File: src/rtl/pipe5_pkg.sv
package pipe5_pkg;

    localparam int PC_W   = 16;
    localparam int INSN_W = 32;
    localparam int NSTAGE = 5;
    localparam int CNT_W  = 32;
    localparam int WB_IDX = NSTAGE - 1;
    localparam int EX_IDX = NSTAGE - 2;

    typedef enum logic [2:0] {
        ST_FETCH = 3'd0,
        ST_DECODE = 3'd1,
        ST_OPER = 3'd2,
        ST_EXEC = 3'd3,
        ST_WBACK = 3'd4
    } stage_e;

    typedef struct packed {
        logic              valid;
        logic [PC_W-1:0]   pc;
        logic [INSN_W-1:0] insn;
    } stage_t;

    function automatic stage_t empty_slot();
        stage_t s;
        s.valid = 1'b0;
        s.pc    = '0;
        s.insn  = '0;
        return s;
    endfunction

endpackage

File: src/rtl/pipe5_fetch.sv
module pipe5_fetch
    import pipe5_pkg::*;
(
    input  logic              clk,
    input  logic              rst,
    input  logic              fetch_go,
    input  logic              pc_load,
    input  logic [PC_W-1:0]   pc_load_val,
    input  logic [INSN_W-1:0] insn_in,
    output logic [PC_W-1:0]   fetch_pc,
    output stage_t            s_fetch
);

    always_ff @(posedge clk) begin
        if (rst) begin
            fetch_pc <= '0;
            s_fetch  <= empty_slot();
        end else begin
            if (pc_load)
                fetch_pc <= pc_load_val;
            else if (fetch_go)
                fetch_pc <= fetch_pc + PC_W'(1);
            s_fetch.valid <= fetch_go;
            s_fetch.pc    <= fetch_pc;
            s_fetch.insn  <= insn_in;
        end
    end

endmodule

File: src/rtl/pipe5_stage_reg.sv
module pipe5_stage_reg
    import pipe5_pkg::*;
(
    input  logic   clk,
    input  logic   rst,
    input  logic   flush,
    input  stage_t d,
    output stage_t q
);

    always_ff @(posedge clk) begin
        if (rst || flush)
            q <= empty_slot();
        else
            q <= d;
    end

endmodule

File: src/rtl/pipe5_irq_ctl.sv
module pipe5_irq_ctl
    import pipe5_pkg::*;
(
    input  logic            clk,
    input  logic            rst,
    input  logic            irq_req,
    input  logic            irq_return,
    input  stage_t          stg [NSTAGE],
    input  logic [PC_W-1:0] fetch_pc,
    output logic            irq_accept,
    output logic            pc_load,
    output logic            handler_active,
    output logic            handler_entry,
    output logic [PC_W-1:0] resume_pc
);

    logic [PC_W-1:0] resume_next;

    assign irq_accept = irq_req & ~handler_active;
    assign pc_load    = irq_return & handler_active;

    // Later (older) stages overwrite earlier ones; writeback wins outright.
    always_comb begin
        resume_next = fetch_pc;
        for (int k = 0; k < WB_IDX; k++) begin
            if (stg[k].valid)
                resume_next = stg[k].pc;
        end
        if (stg[WB_IDX].valid)
            resume_next = stg[WB_IDX].pc + PC_W'(1);
    end

    always_ff @(posedge clk) begin
        if (rst) begin
            handler_active <= 1'b0;
            handler_entry  <= 1'b0;
            resume_pc      <= '0;
        end else begin
            handler_entry <= irq_accept;
            if (irq_accept) begin
                handler_active <= 1'b1;
                resume_pc      <= resume_next;
            end else if (pc_load) begin
                handler_active <= 1'b0;
            end
        end
    end

endmodule

File: src/rtl/pipe5_irq_top.sv
module pipe5_irq_top
    import pipe5_pkg::*;
(
    input  logic              clk,
    input  logic              rst,
    input  logic              fetch_en,
    input  logic [INSN_W-1:0] insn_in,
    output logic [PC_W-1:0]   fetch_pc,
    input  logic              irq_req,
    input  logic              irq_return,
    output logic              handler_entry,
    output logic              handler_active,
    output logic [PC_W-1:0]   resume_pc,
    output logic              retire_valid,
    output logic [PC_W-1:0]   retire_pc,
    output logic [INSN_W-1:0] retire_insn,
    output logic [CNT_W-1:0]  cycle_count
);

    stage_t stg [NSTAGE];
    logic   irq_accept;
    logic   pc_load;
    logic   fetch_go;

    assign fetch_go = fetch_en & ~handler_active & ~irq_accept;

    pipe5_fetch u_fetch (
        .clk         (clk),
        .rst         (rst),
        .fetch_go    (fetch_go),
        .pc_load     (pc_load),
        .pc_load_val (resume_pc),
        .insn_in     (insn_in),
        .fetch_pc    (fetch_pc),
        .s_fetch     (stg[0])
    );

    for (genvar g = 1; g < NSTAGE; g++) begin : g_stage
        pipe5_stage_reg u_stage (
            .clk   (clk),
            .rst   (rst),
            .flush (irq_accept),
            .d     (stg[g-1]),
            .q     (stg[g])
        );
    end

    pipe5_irq_ctl u_ctl (
        .clk            (clk),
        .rst            (rst),
        .irq_req        (irq_req),
        .irq_return     (irq_return),
        .stg            (stg),
        .fetch_pc       (fetch_pc),
        .irq_accept     (irq_accept),
        .pc_load        (pc_load),
        .handler_active (handler_active),
        .handler_entry  (handler_entry),
        .resume_pc      (resume_pc)
    );

    always_ff @(posedge clk) begin
        if (rst)
            cycle_count <= '0;
        else
            cycle_count <= cycle_count + CNT_W'(1);
    end

    assign retire_valid = stg[WB_IDX].valid;
    assign retire_pc    = stg[WB_IDX].pc;
    assign retire_insn  = stg[WB_IDX].insn;

endmodule

File: config.mk
export PLATFORM = sky130hd
export DESIGN_NAME = pipe5_irq_top
export DESIGN_NICKNAME = d
export VERILOG_FILES = /design/src/rtl/pipe5_pkg.sv /design/src/rtl/pipe5_fetch.sv /design/src/rtl/pipe5_stage_reg.sv /design/src/rtl/pipe5_irq_ctl.sv /design/src/rtl/pipe5_irq_top.sv
export SDC_FILE = /design/constraint.sdc
export NUM_CORES = 1
export LEC_CHECK = 0
export BUFFER_PORTS_ARGS = -buffer_cell sky130_fd_sc_hd__buf_2
export CELL_PAD_IN_SITES_DETAIL_PLACEMENT = 0
export CELL_PAD_IN_SITES_GLOBAL_PLACEMENT = 2
export CORE_ASPECT_RATIO = 1.25
export CORE_UTILIZATION = 37
export CTS_CLUSTER_DIAMETER = 100
export DETAILED_ROUTE_END_ITERATION = 6
export PLACE_DENSITY = 0.76
export SLEW_MARGIN = 0
export SYNTH_ARGS = -nofsm -noshare
export SYNTH_HDL_FRONTEND = slang
export SYNTH_HIERARCHICAL = 1
export SYNTH_SLANG_ARGS = --single-unit
File: constraint.sdc
create_clock -name clk -period 3 [get_ports clk]
set_clock_uncertainty 0.1 [all_clocks]
set_input_delay 0 -clock clk [delete_from_list [all_inputs] [get_ports clk]]
set_output_delay 0 -clock clk [all_outputs]
set_load 0.005 [all_outputs]
After elaboration in Yosys (flattened, before gate mapping)
Index checks and enable logic that the tools add are counted.

Mux-type cells: 9. Add/sub/neg operators: 3. Reduce and logical (&&, ||, !) cells: 3. Bitwise gates (word level): 6.

Operator list (number): two-way mux 16 bit (7); adder 16 x 1 -> 16 bit (second input constant) (2); adder 32 x 1 -> 32 bit (second input constant) (1); bitwise AND 1 bit (4); nonzero test 2 bit (2); two-way mux 1 bit (2); NOT 1 bit (2); logical OR 1 bit (1).

Output and inout bits: 115. Bits in registers: 311. Logic and storage cells: 41. Bits of input ports: 37.

Logic depth before layout (Yosys ltp)
Depth in word-level cells: 6. Mapped depth: 9.

Cells and area by module
Netlist, hierarchy kept.

By module, submodules not included: pipe5_stage_reg (sequential area each 980.9 µm², area an instance 1458.9 µm², instances 4, cells an instance 108); pipe5_fetch (sequential area each 1301.2 µm², area an instance 2230.9 µm², instances 1, cells an instance 216); pipe5_irq_ctl (sequential area each 360.3 µm², area an instance 1731.7 µm², instances 1, cells an instance 222); pipe5_irq_top (sequential area each 640.6 µm², area an instance 1552.7 µm², instances 1, cells an instance 177).

Worst setup path after synthesis
OpenSTA, ideal clock, no wires.

Kind: register to register. Start point: register u_ctl.handler_active. End point: register u_fetch.fetch_pc[6]. Data required time: 2833 ps. Arrival time: 2199 ps. Stages on the path, launching flop included: 10. Period minus slack after synthesis: 2366 ps. Slack: 634 ps. Cell sequence: dfxtp_1 nand2b_1 inv_1 clkbuf_1 nor3b_1 buf_6 nand4_2 or3_1 a21o_1 a21oi_2.

Word-level cells in the longest chain between the ends: 5. Elaborated cells on any way between the ends: 8. Classes of those cells: mux (1); bitwise (6); reduce/logical (1).

RTL lines: start: declaration (RTL line pipe5_irq_ctl.sv:12) `output logic handler_active,`; start signal: assignment (RTL line pipe5_irq_ctl.sv:35) `handler_active <= 1'b0;`; start signal: assignment (RTL line pipe5_irq_ctl.sv:41) `handler_active <= 1'b1;`; start signal: assignment (RTL line pipe5_irq_ctl.sv:44) `handler_active <= 1'b0;`; NOT 1 bit (RTL line pipe5_irq_ctl.sv:19) `assign irq_accept = irq_req & ~handler_active;`; bitwise AND 1 bit (RTL line pipe5_irq_ctl.sv:19); via irq_accept (RTL line pipe5_irq_top.sv:21) `logic irq_accept;`; NOT 1 bit (RTL line pipe5_irq_top.sv:25) `assign fetch_go = fetch_en & ~handler_active & ~irq_accept;`; bitwise AND 1 bit (RTL line pipe5_irq_top.sv:25); via fetch_go (RTL line pipe5_irq_top.sv:23) `logic fetch_go;`; nonzero test 2 bit (no line); end signal: assignment (RTL line pipe5_fetch.sv:20) `fetch_pc <= pc_load_val;`; end signal: assignment (RTL line pipe5_fetch.sv:22) `fetch_pc <= fetch_pc + PC_W'(1);`; end: declaration (RTL line pipe5_fetch.sv:10) `output logic [PC_W-1:0] fetch_pc,`.

The timed path passes the listed nets, and every way through them passes these cells. A chain may end at the register's enable or synchronous reset.

Worst setup path in the final report
Start point: register cycle_count[0]. End point: register cycle_count[28].

Word-level cells in the longest chain between the ends: 1.

RTL lines: start: declaration (RTL line pipe5_irq_top.sv:17) `output logic [CNT_W-1:0] cycle_count`; start signal: assignment (RTL line pipe5_irq_top.sv:66) `cycle_count <= cycle_count + CNT_W'(1);`; adder 32 x 1 -> 32 bit (RTL line pipe5_irq_top.sv:66).

No other way between the ends.

==> flow_metrics.tcl <==
set metrics [dict create \
    final.period_utilization_pct 84.12 \
    drive_above_1_share_pct 22.86 \
    ir_drop_mv 0.3271 \
    routedWlPerCell_um 15.66 \
    fp.dieH_um 197.8 \
    async_flop_share_pct 0 \
    power.leakage_nw 5.241 \
    yosysWarnings 6 \
    drtPass1Iterations 4 \
    synth_edf_count 0 \
    drc 0 \
    initial_core_util_pct 37.69 \
    rsz0062_at_grt "false" \
    n_fill_cell 2916 \
    final-hold-violation-count 0 \
    worst_ep_required_time_ns 3.35 \
    setup_viol 0 \
    maxCapViolCount 0 \
    p_per_area_nw_per_um2 617.5 \
    grt_usage_pct 16.15 \
    ys_seq_area_share_pct 54.85 \
    die_w_um 158.7 \
    num_vias 7878 \
    synth_area_um2 11350 \
    fin_nets 1260 \
    tns_ns 0 \
    core_um2 30120 \
    area_growth_syn_to_layout_pct 21.69 \
    syn-mean-instance-area_um2 10.84 \
    antenna_found_initial 0 \
    synth-seq-cells 311 \
    synth_nets 1087 \
    dp_hpwl_um 16340 \
    cts-resized-gates 0 \
    drv_slew 0 \
    rrSetupSlack_ns 0.48 \
    path_class "reg -> reg" \
    layout_min_cycle_time_ns 2.523 \
    routabilityCongestion 0.7622 \
    syn_inst 1047 \
    portBuffers 151 \
    crit_fanout 12 \
    tightest_slew_ns 0.9398 \
    hold_class "in -> reg" \
    rr_startpoint "cycle_count[0]" \
    ctsLongestPathBuffers 3 \
    gr-total-overflow 0 \
    max-slew-margin-rel_pct 37.35 \
    path_clk_slew_ns 0.05 \
    htreeDepth 1 \
    antenna_left 0 \
    synthDistinctLibCells 71 \
    die_area_um2 31390 \
    setup_slack_ns 0.4765 \
    place_ws_ns 0.4718 \
    dr.first_iter.drc_count 445 \
    grt_pass1_wl_um 40610 \
    max_freq_mhz 396.3 \
    status "finished, final reports clean" \
    antennaDiodeCount 0 \
    startpoint_type "flop" \
    grt_max_degree 136 \
    root_buffer "clkbuf_16" \
    drt-vias-per-instance 4.807 \
    grt_pass1_vias 7579 \
    cp.arrival_ns 2.87 \
    num_rows 71 \
    cp-startpoint "cycle_count[0]" \
    synth_ff_type "dfxtp_1" \
    hold_start "insn_in[22]" \
    cts_tree "built" \
    cts_made_buffers 31 \
    cts.sinks 311 \
    finalWirelength_um 25660 \
    clk_latency_ns 0.56 \
    ios 152 \
    critPathCaptureType "flop" \
]
per-stage QoR:
step                std cells  total power [W]  area [µm²]  hold WS (ns)  utilization (%)
detailed placement       1544         0.004767       12370        0.1122            41.09
global placement         1544         0.004766       12370        0.1106            41.09
CTS                      1639         0.008653       13810       0.05515            45.87
global route             1639         0.008876       13810       0.08015            45.87
floorplan                1047         0.004636       11350       0.02818                -
finish                   1639         0.008530       13810       0.08744            45.87
critical path: stages (launching register included):
cell and delay, ns:
dfxtp_1 0.38, ha_1 0.25, and4_1 0.27, nand4_1 0.43, or4_1 0.66, mux2_1 0.32
flip-flops by register name, indices dropped and copies added, names as in the netlist:
name	count
u_ctl/handler_active	1
u_fetch/s_fetch	49
cycle_count	32
u_ctl/handler_entry	1
u_fetch/fetch_pc	16
u_ctl/resume_pc	16
g_stage.u_stage/q	196
timing repair:
item,in CTS,in global routing
buffers inserted,0,0
hold endpoints to repair,99,0
hold buffers,44,0
kinds of logic after synthesis:
logic type                 count (synthesis)  synth area share [%]
and+or+nand+nor                          429                 26.90
DFF                                      311                 54.85
AOI/OAI and AO/OA                        143                 7.992
buffers and inverters                    100                 4.718
xor gates and xnor gates                  35                 2.767
muxes                                     26                 2.447
adders and majority gates                  3                0.3307
layout make-up:
cell class	count	area (µm²)	area share [%]
multi-input combinational	636	4589	33.22
sequential	311	6226	45.07
tap	401	501.7	3.632
timing repair buffer	216	1401	10.14
clock buffer	41	863.3	6.250
clock inverter	10	136.4	0.9873
inverter	24	95.09	0.6884
placed cells by master, fill, tap and decap left out, drive strengths merged, types with 9 or more instances in the layout:
master | synthesis | layout
a21oi | 42 | 42
dlygate4sd3 | 0 | 44
dfxtp | 311 | 311
or4 | 15 | 15
clkbuf | 30 | 41
xor2 | 15 | 15
nand3 | 13 | 13
nor3b | 198 | 198
xnor2 | 20 | 20
nor3 | 16 | 16
or3 | 11 | 11
buf | 46 | 172
nor2b | 54 | 54
nand4 | 19 | 19
o31ai | 9 | 9
o21ai | 33 | 33
inv | 23 | 24
nand2 | 32 | 32
mux2i | 15 | 15
o21a | 13 | 13
nor2 | 39 | 39
mux2 | 11 | 11
nor4 | 10 | 10
metal layers:
layer  track usage, %  wire length, µm
met1            21.52            12140
met3            3.020             1231
met4            4.879              402
met2            26.28            11890
met5                0                0
path summary, 6_finish.rpt:
path	cells after the start	end
max reg2reg	5	cycle_count[28]
min reg2reg	1	g_stage[2].u_stage/q[23]
max	5	cycle_count[28]
min	3	u_fetch/s_fetch[22]
cells in the mapped netlist (all sizes together), types with 2 or more instances:
| cell | n | area (µm²) |
|---|---|---|
| dfxtp | 311 | 6226 |
| nor3b | 198 | 1687 |
| nor2b | 54 | 337.8 |
| buf | 46 | 329.1 |
| a21oi | 42 | 214.0 |
| nor2 | 39 | 148.9 |
| o21ai | 33 | 165.2 |
| nand2 | 32 | 122.6 |
| clkbuf | 30 | 116.4 |
| inv | 23 | 86.33 |
| xnor2 | 20 | 182.7 |
| nand4 | 19 | 176.4 |
| nor3 | 16 | 85.08 |
| mux2i | 15 | 150.1 |
| or4 | 15 | 123.9 |
| xor2 | 15 | 131.4 |
| nand3 | 13 | 75.07 |
| o21a | 13 | 97.59 |
| mux2 | 11 | 127.6 |
| or3 | 11 | 70.07 |
| nor4 | 10 | 75.07 |
| o31ai | 9 | 67.56 |
| and3 | 8 | 50.05 |
| nand2b | 8 | 50.05 |
| a211oi | 7 | 57.55 |
| o22ai | 7 | 43.79 |
| a31oi | 5 | 31.28 |
| and4 | 5 | 45.04 |
| o211ai | 4 | 30.03 |
| a2111oi | 3 | 27.53 |
| ha | 3 | 37.54 |
| a221oi | 2 | 17.52 |
| a22oi | 2 | 15.01 |
| a41oi | 2 | 17.52 |
| o2111ai | 2 | 17.52 |
report_power, final:
group | total (W) | switching, W | internal [W]
Sequential | 0.00427 | 0.0000562 | 0.00422
Clock | 0.00382 | 0.00156 | 0.00226
Combinational | 0.000443 | 0.000256 | 0.000187
Total | 0.00853 | 0.00187 | 0.00666
No activity file was read; power rests on OpenSTA's default activity.
